`src/rtl/iir1_pair_pkg.sv`:
```
package iir1_pair_pkg;

    typedef enum logic [0:0] {
        ST_IDLE = 1'b0,
        ST_EMIT = 1'b1
    } emit_state_t;

endpackage

```
`src/rtl/iir1_qmul.sv`:
```
// Fractional multiply: full product, round half up, saturate to DW bits.
module iir1_qmul #(
    parameter int DW = 16
) (
    input  logic signed [DW-1:0] op_a,
    input  logic signed [DW-1:0] op_b,
    output logic signed [DW-1:0] prod
);
    localparam int PW   = 2 * DW;
    localparam int FRAC = DW - 1;
    localparam logic signed [PW-1:0] RND  = $signed({{(PW-1){1'b0}}, 1'b1}) <<< (FRAC - 1);
    localparam logic signed [PW-1:0] MAXV = $signed({{(PW-DW+1){1'b0}}, {(DW-1){1'b1}}});
    localparam logic signed [PW-1:0] MINV = -MAXV - 1;

    logic signed [PW-1:0] ext_a;
    logic signed [PW-1:0] ext_b;
    logic signed [PW-1:0] full;
    logic signed [PW-1:0] scaled;

    always_comb begin
        ext_a  = op_a;
        ext_b  = op_b;
        full   = ext_a * ext_b;
        scaled = (full + RND) >>> FRAC;
        if (scaled > MAXV)
            prod = MAXV[DW-1:0];
        else if (scaled < MINV)
            prod = MINV[DW-1:0];
        else
            prod = scaled[DW-1:0];
    end
endmodule

```
`src/rtl/iir1_coef_unit.sv`:
```
// Holds the coefficient and its precomputed square.
module iir1_coef_unit #(
    parameter int DW = 16
) (
    input  logic                 clk,
    input  logic                 rst,
    input  logic                 coef_load,
    input  logic signed [DW-1:0] coef_in,
    output logic signed [DW-1:0] a_q,
    output logic signed [DW-1:0] a2_q
);
    logic signed [DW-1:0] sq_next;

    iir1_qmul #(.DW(DW)) u_square (
        .op_a (coef_in),
        .op_b (coef_in),
        .prod (sq_next)
    );

    always_ff @(posedge clk) begin
        if (rst) begin
            a_q  <= '0;
            a2_q <= '0;
        end else if (coef_load) begin
            a_q  <= coef_in;
            a2_q <= sq_next;
        end
    end

    assert_coef_capture_R2: assert property (@(posedge clk) disable iff (rst)
        coef_load |=> (a_q == $past(coef_in)));

    assert_coef_hold_R2: assert property (@(posedge clk) disable iff (rst)
        !coef_load |=> ($stable(a_q) && $stable(a2_q)));

    assert_square_nonneg_R8: assert property (@(posedge clk) disable iff (rst)
        a2_q >= 0);
endmodule

```
`src/rtl/iir1_emit_ctrl.sv`:
```
// Two-state controller marking when a result pair is presented.
module iir1_emit_ctrl
    import iir1_pair_pkg::*;
(
    input  logic clk,
    input  logic rst,
    input  logic in_valid,
    output logic accept,
    output logic out_valid
);
    emit_state_t state_q;
    emit_state_t state_d;

    always_comb begin
        state_d = state_q;
        unique case (state_q)
            ST_IDLE: state_d = in_valid ? ST_EMIT : ST_IDLE;  // ACCEPT / WAIT
            ST_EMIT: state_d = in_valid ? ST_EMIT : ST_IDLE;  // STREAM / DRAIN
            default: state_d = ST_IDLE;
        endcase
    end

    always_ff @(posedge clk) begin
        if (rst) state_q <= ST_IDLE;
        else     state_q <= state_d;
    end

    always_comb begin
        accept    = in_valid;
        out_valid = (state_q == ST_EMIT);
    end

    assert_emit_after_accept_R7: assert property (@(posedge clk) disable iff (rst)
        in_valid |=> out_valid);

    assert_quiet_without_input_R7: assert property (@(posedge clk) disable iff (rst)
        !in_valid |=> !out_valid);
endmodule

```
`src/rtl/iir1_pair_path.sv`:
```
// Unrolled datapath: both outputs computed from the same carried state.
module iir1_pair_path #(
    parameter int DW = 16
) (
    input  logic                 clk,
    input  logic                 rst,
    input  logic                 accept,
    input  logic signed [DW-1:0] a_q,
    input  logic signed [DW-1:0] a2_q,
    input  logic signed [DW-1:0] x_even,
    input  logic signed [DW-1:0] x_odd,
    output logic signed [DW-1:0] y_even,
    output logic signed [DW-1:0] y_odd
);
    localparam int EW = DW + 1;
    localparam int OW = DW + 2;
    localparam int NPROD = 3;
    localparam logic signed [OW-1:0] MAXV = $signed({3'b000, {(DW-1){1'b1}}});
    localparam logic signed [OW-1:0] MINV = -MAXV - 1;

    logic signed [DW-1:0] state_q;
    logic signed [DW-1:0] mul_l [NPROD];
    logic signed [DW-1:0] mul_r [NPROD];
    logic signed [DW-1:0] mul_p [NPROD];
    logic signed [EW-1:0] sum_even;
    logic signed [OW-1:0] sum_odd;
    logic signed [DW-1:0] even_d;
    logic signed [DW-1:0] odd_d;

    // product 0: a*s, product 1: a*x_even, product 2: a^2*s
    always_comb begin
        mul_l[0] = a_q;  mul_r[0] = state_q;
        mul_l[1] = a_q;  mul_r[1] = x_even;
        mul_l[2] = a2_q; mul_r[2] = state_q;
    end

    for (genvar gi = 0; gi < NPROD; gi++) begin : g_mul
        iir1_qmul #(.DW(DW)) u_mul (
            .op_a (mul_l[gi]),
            .op_b (mul_r[gi]),
            .prod (mul_p[gi])
        );
    end

    always_comb begin
        sum_even = EW'(x_even) + EW'(mul_p[0]);
        sum_odd  = OW'(x_odd) + OW'(mul_p[1]) + OW'(mul_p[2]);
        if (OW'(sum_even) > MAXV)      even_d = MAXV[DW-1:0];
        else if (OW'(sum_even) < MINV) even_d = MINV[DW-1:0];
        else                           even_d = sum_even[DW-1:0];
        if (sum_odd > MAXV)            odd_d  = MAXV[DW-1:0];
        else if (sum_odd < MINV)       odd_d  = MINV[DW-1:0];
        else                           odd_d  = sum_odd[DW-1:0];
    end

    always_ff @(posedge clk) begin
        if (rst) begin
            state_q <= '0;
            y_even  <= '0;
            y_odd   <= '0;
        end else if (accept) begin
            state_q <= odd_d;
            y_even  <= even_d;
            y_odd   <= odd_d;
        end
    end

    assert_state_hold_R6: assert property (@(posedge clk) disable iff (rst)
        !accept |=> ($stable(state_q) && $stable(y_even) && $stable(y_odd)));

    assert_state_is_last_odd_R6: assert property (@(posedge clk) disable iff (rst)
        accept |=> (state_q == y_odd));
endmodule

```
`src/rtl/iir1_pair_top.sv`:
```
module iir1_pair_top #(
    parameter int DW = 16
) (
    input  logic                 clk,
    input  logic                 rst,
    input  logic                 coef_load,
    input  logic signed [DW-1:0] coef_in,
    input  logic                 in_valid,
    input  logic signed [DW-1:0] x_even,
    input  logic signed [DW-1:0] x_odd,
    output logic                 out_valid,
    output logic signed [DW-1:0] y_even,
    output logic signed [DW-1:0] y_odd
);
    logic signed [DW-1:0] a_q;
    logic signed [DW-1:0] a2_q;
    logic                 accept;

    iir1_coef_unit #(.DW(DW)) u_coef (
        .clk       (clk),
        .rst       (rst),
        .coef_load (coef_load),
        .coef_in   (coef_in),
        .a_q       (a_q),
        .a2_q      (a2_q)
    );

    iir1_emit_ctrl u_ctrl (
        .clk       (clk),
        .rst       (rst),
        .in_valid  (in_valid),
        .accept    (accept),
        .out_valid (out_valid)
    );

    iir1_pair_path #(.DW(DW)) u_path (
        .clk    (clk),
        .rst    (rst),
        .accept (accept),
        .a_q    (a_q),
        .a2_q   (a2_q),
        .x_even (x_even),
        .x_odd  (x_odd),
        .y_even (y_even),
        .y_odd  (y_odd)
    );

    assert_reset_quiet_R1: assert property (@(posedge clk)
        rst |=> (!out_valid && y_even == 0 && y_odd == 0));
endmodule

```
`config.mk`:
```
export PLATFORM = sky130hd
export DESIGN_NAME = iir1_pair_top
export DESIGN_NICKNAME = d
export VERILOG_FILES = /design/src/rtl/iir1_pair_pkg.sv /design/src/rtl/iir1_qmul.sv /design/src/rtl/iir1_coef_unit.sv /design/src/rtl/iir1_emit_ctrl.sv /design/src/rtl/iir1_pair_path.sv /design/src/rtl/iir1_pair_top.sv
export SDC_FILE = /design/constraint.sdc
export NUM_CORES = 2
export LEC_CHECK = 0
export BUFFER_PORTS_ARGS = -buffer_cell sky130_fd_sc_hd__buf_2
export CAP_MARGIN = 5
export CORE_ASPECT_RATIO = 0.5
export CORE_MARGIN = 2
export CORE_UTILIZATION = 40
export CTS_CLUSTER_DIAMETER = 100
export DETAILED_ROUTE_END_ITERATION = 16
export PLACE_DENSITY_LB_ADDON = 0.3
export SLEW_MARGIN = 10
export SYNTH_ARGS = -nofsm -noshare
export SYNTH_HDL_FRONTEND = slang
export SYNTH_SLANG_ARGS = --single-unit
```
`constraint.sdc`:
```
create_clock -name clk -period 14.3 [get_ports clk]
set_input_delay 1.43 -clock clk [delete_from_list [all_inputs] [get_ports clk]]
set_output_delay 1.43 -clock clk [all_outputs]
set_load 0.02 [all_outputs]
```
-- Yosys cells after proc, flatten, opt, wreduce, memory -nomap -nowiden
Cells that the tools add are included.
- flip-flop bits (word level): 65
- bits in latches: 0
- bits in writable memories: 0
- ROM bits: 0
- logic and storage cells: 41
- memories kept: 0
- $add $sub $neg: 7
- multipliers: 4
- div/mod/pow operators: 0
- order comparisons: 12
- eq/ne operators: 0
- shift operators: 0
- multiplexer cells: 13
- bitwise logic cells: 0
- reductions and logical operators: 0
- operators by type and width (kind ; number):
    two-way mux 16 bit ; 12
    adder 32 x 16 -> 32 bit (second input constant) ; 4
    multiplier 16 x 16 -> 32 bit ; 4
    greater-than comparator 17 x 16 -> 1 bit (second input constant) ; 5
    less-than comparator 17 x 16 -> 1 bit (second input constant) ; 5
    adder 16 x 16 -> 17 bit ; 2
    adder 17 x 16 -> 18 bit ; 1
    greater-than comparator 18 x 16 -> 1 bit (second input constant) ; 1
    less-than comparator 18 x 16 -> 1 bit (second input constant) ; 1
    two-way mux 1 bit ; 1

-- Logic depth before layout (Yosys ltp)
- depth in word-level cells: 10
- depth in mapped cells: 40
- gate-level depth less buffers: 35

-- By module
Synthesis repeated with hierarchy kept, for this count alone.
- cells, all modules: 4828
- area total of the unflattened synthesis: 43980.9 um^2
- modules (own cells, without submodules) (module ; instances ; cells each ; area an instance (um^2) ; sequential area each (um^2)):
    iir1_qmul (u_path.g_mul[0].u_mul ...) ; 2 ; 1097 ; 9948.3 ; 0.0
    iir1_qmul (u_coef.u_square) ; 1 ; 1102 ; 9910.8 ; 0.0
    iir1_qmul (u_path.g_mul[2].u_mul) ; 1 ; 1075 ; 9818.2 ; 0.0
    iir1_pair_path ; 1 ; 351 ; 3150.5 ; 640.6
    iir1_coef_unit ; 1 ; 103 ; 1163.6 ; 640.6
    iir1_emit_ctrl ; 1 ; 3 ; 41.3 ; 20.0

-- Worst setup path after synthesis
No wires, ideal clock.
- path kind: input -> register
- start point: input port x_even[8]
- end point: register u_path.state_q[10]
- library setup time: 123 ps
- arrival: 10501 ps
- data required time: 14177 ps
- slack: 3677 ps
- cell stages on the path: 38
- buffers on the path: 4
- path through: clkbuf_1 -> nand2_1 -> fa_1 -> inv_1 -> fa_1 -> inv_1 -> fa_1 -> inv_1 -> fa_1 -> fa_1 -> inv_1 -> fa_1 -> inv_1 -> ha_1 -> o21a_1 -> o21a_1 -> o21a_1 -> and3_1 -> [2 not listed] -> and3_1 -> nor3_1 -> clkbuf_1 -> o21ai_0 -> fa_1 -> inv_1 -> ha_1 -> a2111o_1 -> or2_0 -> o211a_1 -> a311oi_2 -> a21oi_2 -> a211oi_1 -> a21oi_1 -> and4b_1 -> clkbuf_1 -> clkbuf_1 -> a221o_2
- longest elaborated chain between the ends: 10
- ends and longest elaborated chain (element ; line ; text):
    start, declared ; iir1_pair_top.sv:9 ; input logic signed [DW-1:0] x_even,
    multiplier 16 x 16 -> 32 bit (*) ; iir1_qmul.sv:23 ; full = ext_a * ext_b;
    adder 32 x 16 -> 32 bit (*) ; iir1_qmul.sv:24 ; scaled = (full + RND) >>> FRAC;
    less-than comparator 17 x 16 -> 1 bit ; iir1_qmul.sv:27 ; else if (scaled < MINV)
    two-way mux 16 bit ; iir1_qmul.sv:27 ;
    two-way mux 16 bit (*) ; iir1_qmul.sv:25 ; if (scaled > MAXV)
    adder 16 x 16 -> 17 bit (*) ; iir1_pair_path.sv:47 ; sum_odd = OW'(x_odd) + OW'(mul_p[1]) + OW'(mul_p[2]);
    adder 17 x 16 -> 18 bit (*) ; iir1_pair_path.sv:47 ;
    less-than comparator 18 x 16 -> 1 bit ; iir1_pair_path.sv:52 ; else if (sum_odd < MINV) odd_d = MINV[DW-1:0];
    two-way mux 16 bit ; iir1_pair_path.sv:52 ;
    two-way mux 16 bit (*) ; iir1_pair_path.sv:51 ; if (sum_odd > MAXV) odd_d = MAXV[DW-1:0];
    end signal, assigned ; iir1_pair_path.sv:58 ; state_q <= '0;
    end signal, assigned ; iir1_pair_path.sv:62 ; state_q <= odd_d;
    end, declared ; iir1_pair_path.sv:21 ; logic signed [DW-1:0] state_q;
Mark *: on every way between the ends. The rest lies on a longest branch, timed or not.
A chain may end at the register's enable or synchronous reset.

-- Worst setup path after layout
- start point: input port x_even[1]
- end point: register u_path.state_q[10]
The elaborated chain is that of the path after synthesis.

==> results_dict.tcl <==
set metrics [dict create \
    status "finished clean" \
    startpoint "x_even[1]" \
    crit_type "input pin to register" \
    crit_slowest_cell "a31oi_1" \
    start_util_pct 40.25 \
    setup_viol 0 \
    cts-root-buf "clkbuf_16" \
    critPathCaptureType "register" \
    synth_top_family_by_area "adder cells" \
    dr.pass1.iters 6 \
    synth_edf_count 0 \
    drtAntennaViolNets 0 \
    port_buffers 84 \
    route.detailed.drc 0 \
    cts_buffers 9 \
    rsz0062_at_grt "false" \
    yosys_most_used_dff "dfxtp_1" \
    cts.sinks 65 \
    htreeDepth 3 \
    synth_fa_ha_area_share_pct 61.30 \
    routed_wl_um 105400 \
    syn_avg_cell_area_sq_um 9.120 \
    post-cts-setup-buffers 0 \
    post-dp-hpwl_um 85830 \
    yosys.area_share.simple_pct 14.02 \
    hold_viol_final 0 \
    clk_path_buf_depth 2 \
    rows 83 \
    reg2reg_to "u_path.state_q[10]$_SDFFE_PP0P_" \
    grt_usage_pct 21.24 \
    synth_top_area_share_pct 50.71 \
    coreArea_sq_um 102400 \
    grt_pass1_vias 32700 \
    required_ns 14.61 \
    cts_tree "done" \
    ios 85 \
    post_cts_resize_count 0 \
    synth_top_area_cell "fa_1" \
    maxSlewHeadroom_pct 16.22 \
    crit_path_max_fanout 18 \
    min_period_over_period_pct 82.24 \
    fillers 10130 \
    fin_crit_ns 11.76 \
    drive_gt1_share_pct 4.232 \
    synthCells 4519 \
    hp-class "register to register" \
    critPathCapture "u_path.state_q[10]$_SDFFE_PP0P_" \
    ys_ff_latch 65 \
    r2r-start "u_coef.a_q[8]$_SDFFE_PP0P_" \
    layout_common_cells "1216 x inv_1, 1044 x fa_1, 499 x nand2_1, 387 x and2_1, 343 x ha_1" \
    area_delta_synth_final_pct 5.143 \
    drv_slew 0 \
    place.gp.congestion 0.8868 \
    grt_pass1_wl_um 176600 \
    yosysSeqAreaShare_pct 3.157 \
    finish.net_count 5924 \
    die-area_sq_um 105800 \
    synth-compound-area-share_pct 5.604 \
    async_flop_share_pct 0 \
    grt_max_degree 40 \
    hold_buffers 0 \
    r2r_cells 33 \
    die-width_um 457.9 \
    die_h_um 231.0 \
    first_iter_violations 1814 \
    yosys-top-cells-area "fa_1 51%, inv_1 11%, ha_1 10%" \
    synth_mux_area_share_pct 0.5161 \
    overflow 0 \
    clk_pin_slew_ns 0.06 \
    setup_tns_ns 0 \
    slowest_delay_ns 0.68 \
    synthXorXnorAreaFrac_pct 2.699 \
    fmax_ghz 0.08503 \
    yosysWarnings 0 \
    antenna_found_initial 6 \
    r2r_slack_ns 2.83 \
    max_cap_viol_count 0 \
    synth_cell_types 72 \
    syn_area_sq_um 41210 \
    skew_ns 0.02177 \
    worst_slew_pin_slew_ns 1.255 \
    critPathArrivalTime_ns 12.07 \
    layout_commonest_cell "inv_1" \
    clk_latency_ns 0.39 \
    vias_per_cell 5.014 \
    via_count 29334 \
    timing.critical_path.mode_cell "fa_1" \
    startpoint_type "input pin" \
    syn-num-nets 5958 \
    wl_per_cell_um 18.01 \
]
## critical path, delay by kind of cell
family | cells | cell delay, ns
fa+ha+maj | 9 | 4.24
compound gates | 12 | 4.20
simple gates | 5 | 1.53
buf+inv | 5 | 0.51
mux | 1 | 0.18
## sequential cells by signal (all words and copies together), names as in the netlist
signal,flops
u_path.state_q,16
u_coef.a_q,16
u_ctrl.out_valid,1
u_coef.a2_q,16
u_path.y_even,16
## cells by family (layout without fill, tap and decap cells)
group           Yosys count  in the layout
fa+ha+maj              1394           1394
flops                    65             65
mux                      21             21
xor+xnor                127            127
other cells               0              1
buf+inv                1393           1364
simple gates           1178           1178
compound gates          341            341
## worst min-delay path by stage
stage	startpoint	end	slack, ns	cells past startpoint
after floorplan	u_coef.a2_q[13]$_SDFFE_PP0P_	u_coef.a2_q[13]$_SDFFE_PP0P_	0.51	2
after global placement	u_path.y_even[3]$_SDFFE_PP0P_	u_path.y_even[3]$_SDFFE_PP0P_	0.44	2
after detailed placement	u_path.y_even[5]$_SDFFE_PP0P_	u_path.y_even[5]$_SDFFE_PP0P_	0.45	2
after CTS	u_path.y_even[5]$_SDFFE_PP0P_	u_path.y_even[5]$_SDFFE_PP0P_	0.46	2
after global routing	u_path.y_even[9]$_SDFFE_PP0P_	u_path.y_even[9]$_SDFFE_PP0P_	0.48	2
final	u_path.y_even[9]$_SDFFE_PP0P_	u_path.y_even[9]$_SDFFE_PP0P_	0.46	2
## cell usage after synthesis (36+ instances only)
| cell | instances |
|---|---|
| a21oi_1 | 80 |
| clkbuf_1 | 167 |
| ha_1 | 343 |
| dfxtp_1 | 65 |
| fa_1 | 1044 |
| nand2_1 | 499 |
| nor2_1 | 141 |
| o21ai_0 | 75 |
| o21a_1 | 36 |
| and2_1 | 387 |
| inv_1 | 1216 |
| xnor2_1 | 103 |
## area by class of cell
cell class / count / area [sq um] / share of cell area [%]
multi-input cells: 3061 / 34680 / 80.02
inverters: 1217 / 4568 / 10.54
well taps: 1360 / 1702 / 3.927
flip-flops and latches: 65 / 1301 / 3.003
repair buffers: 131 / 773.2 / 1.784
clock buffers: 9 / 225.2 / 0.5198
clock inverters: 7 / 83.83 / 0.1935
diodes: 1 / 2.502 / 0.005775
## per-layer routing
metal	share of wire [%]	GRT usage, %
met1	43	28.55
met2	50	37.22
met3	4.9	2.333
met4	2.2	4.332
met5	0.0076	0
## per-stage QoR
stage | cell area [sq um] | utilization, % | instances | hold WS, ns | setup slack, ns
6_report | 43330 | 42.32 | 5851 | 0.4642 | 2.539
5_1_grt | 43330 | 42.32 | 5850 | 0.4801 | 1.787
4_1_cts | 43330 | 42.32 | 5850 | 0.4627 | 2.590
3_5_place_dp | 43020 | 42.01 | 5834 | 0.4486 | 2.231
3_3_place_gp | 43020 | 42.01 | 5834 | 0.4422 | 2.397
2_1_floorplan | 41210 | - | 4519 | 0.5077 | 3.677
Power is left out: the tool's default activity adds up to more than one toggle a clock period on the data nets, which glitch-free logic cannot reach.
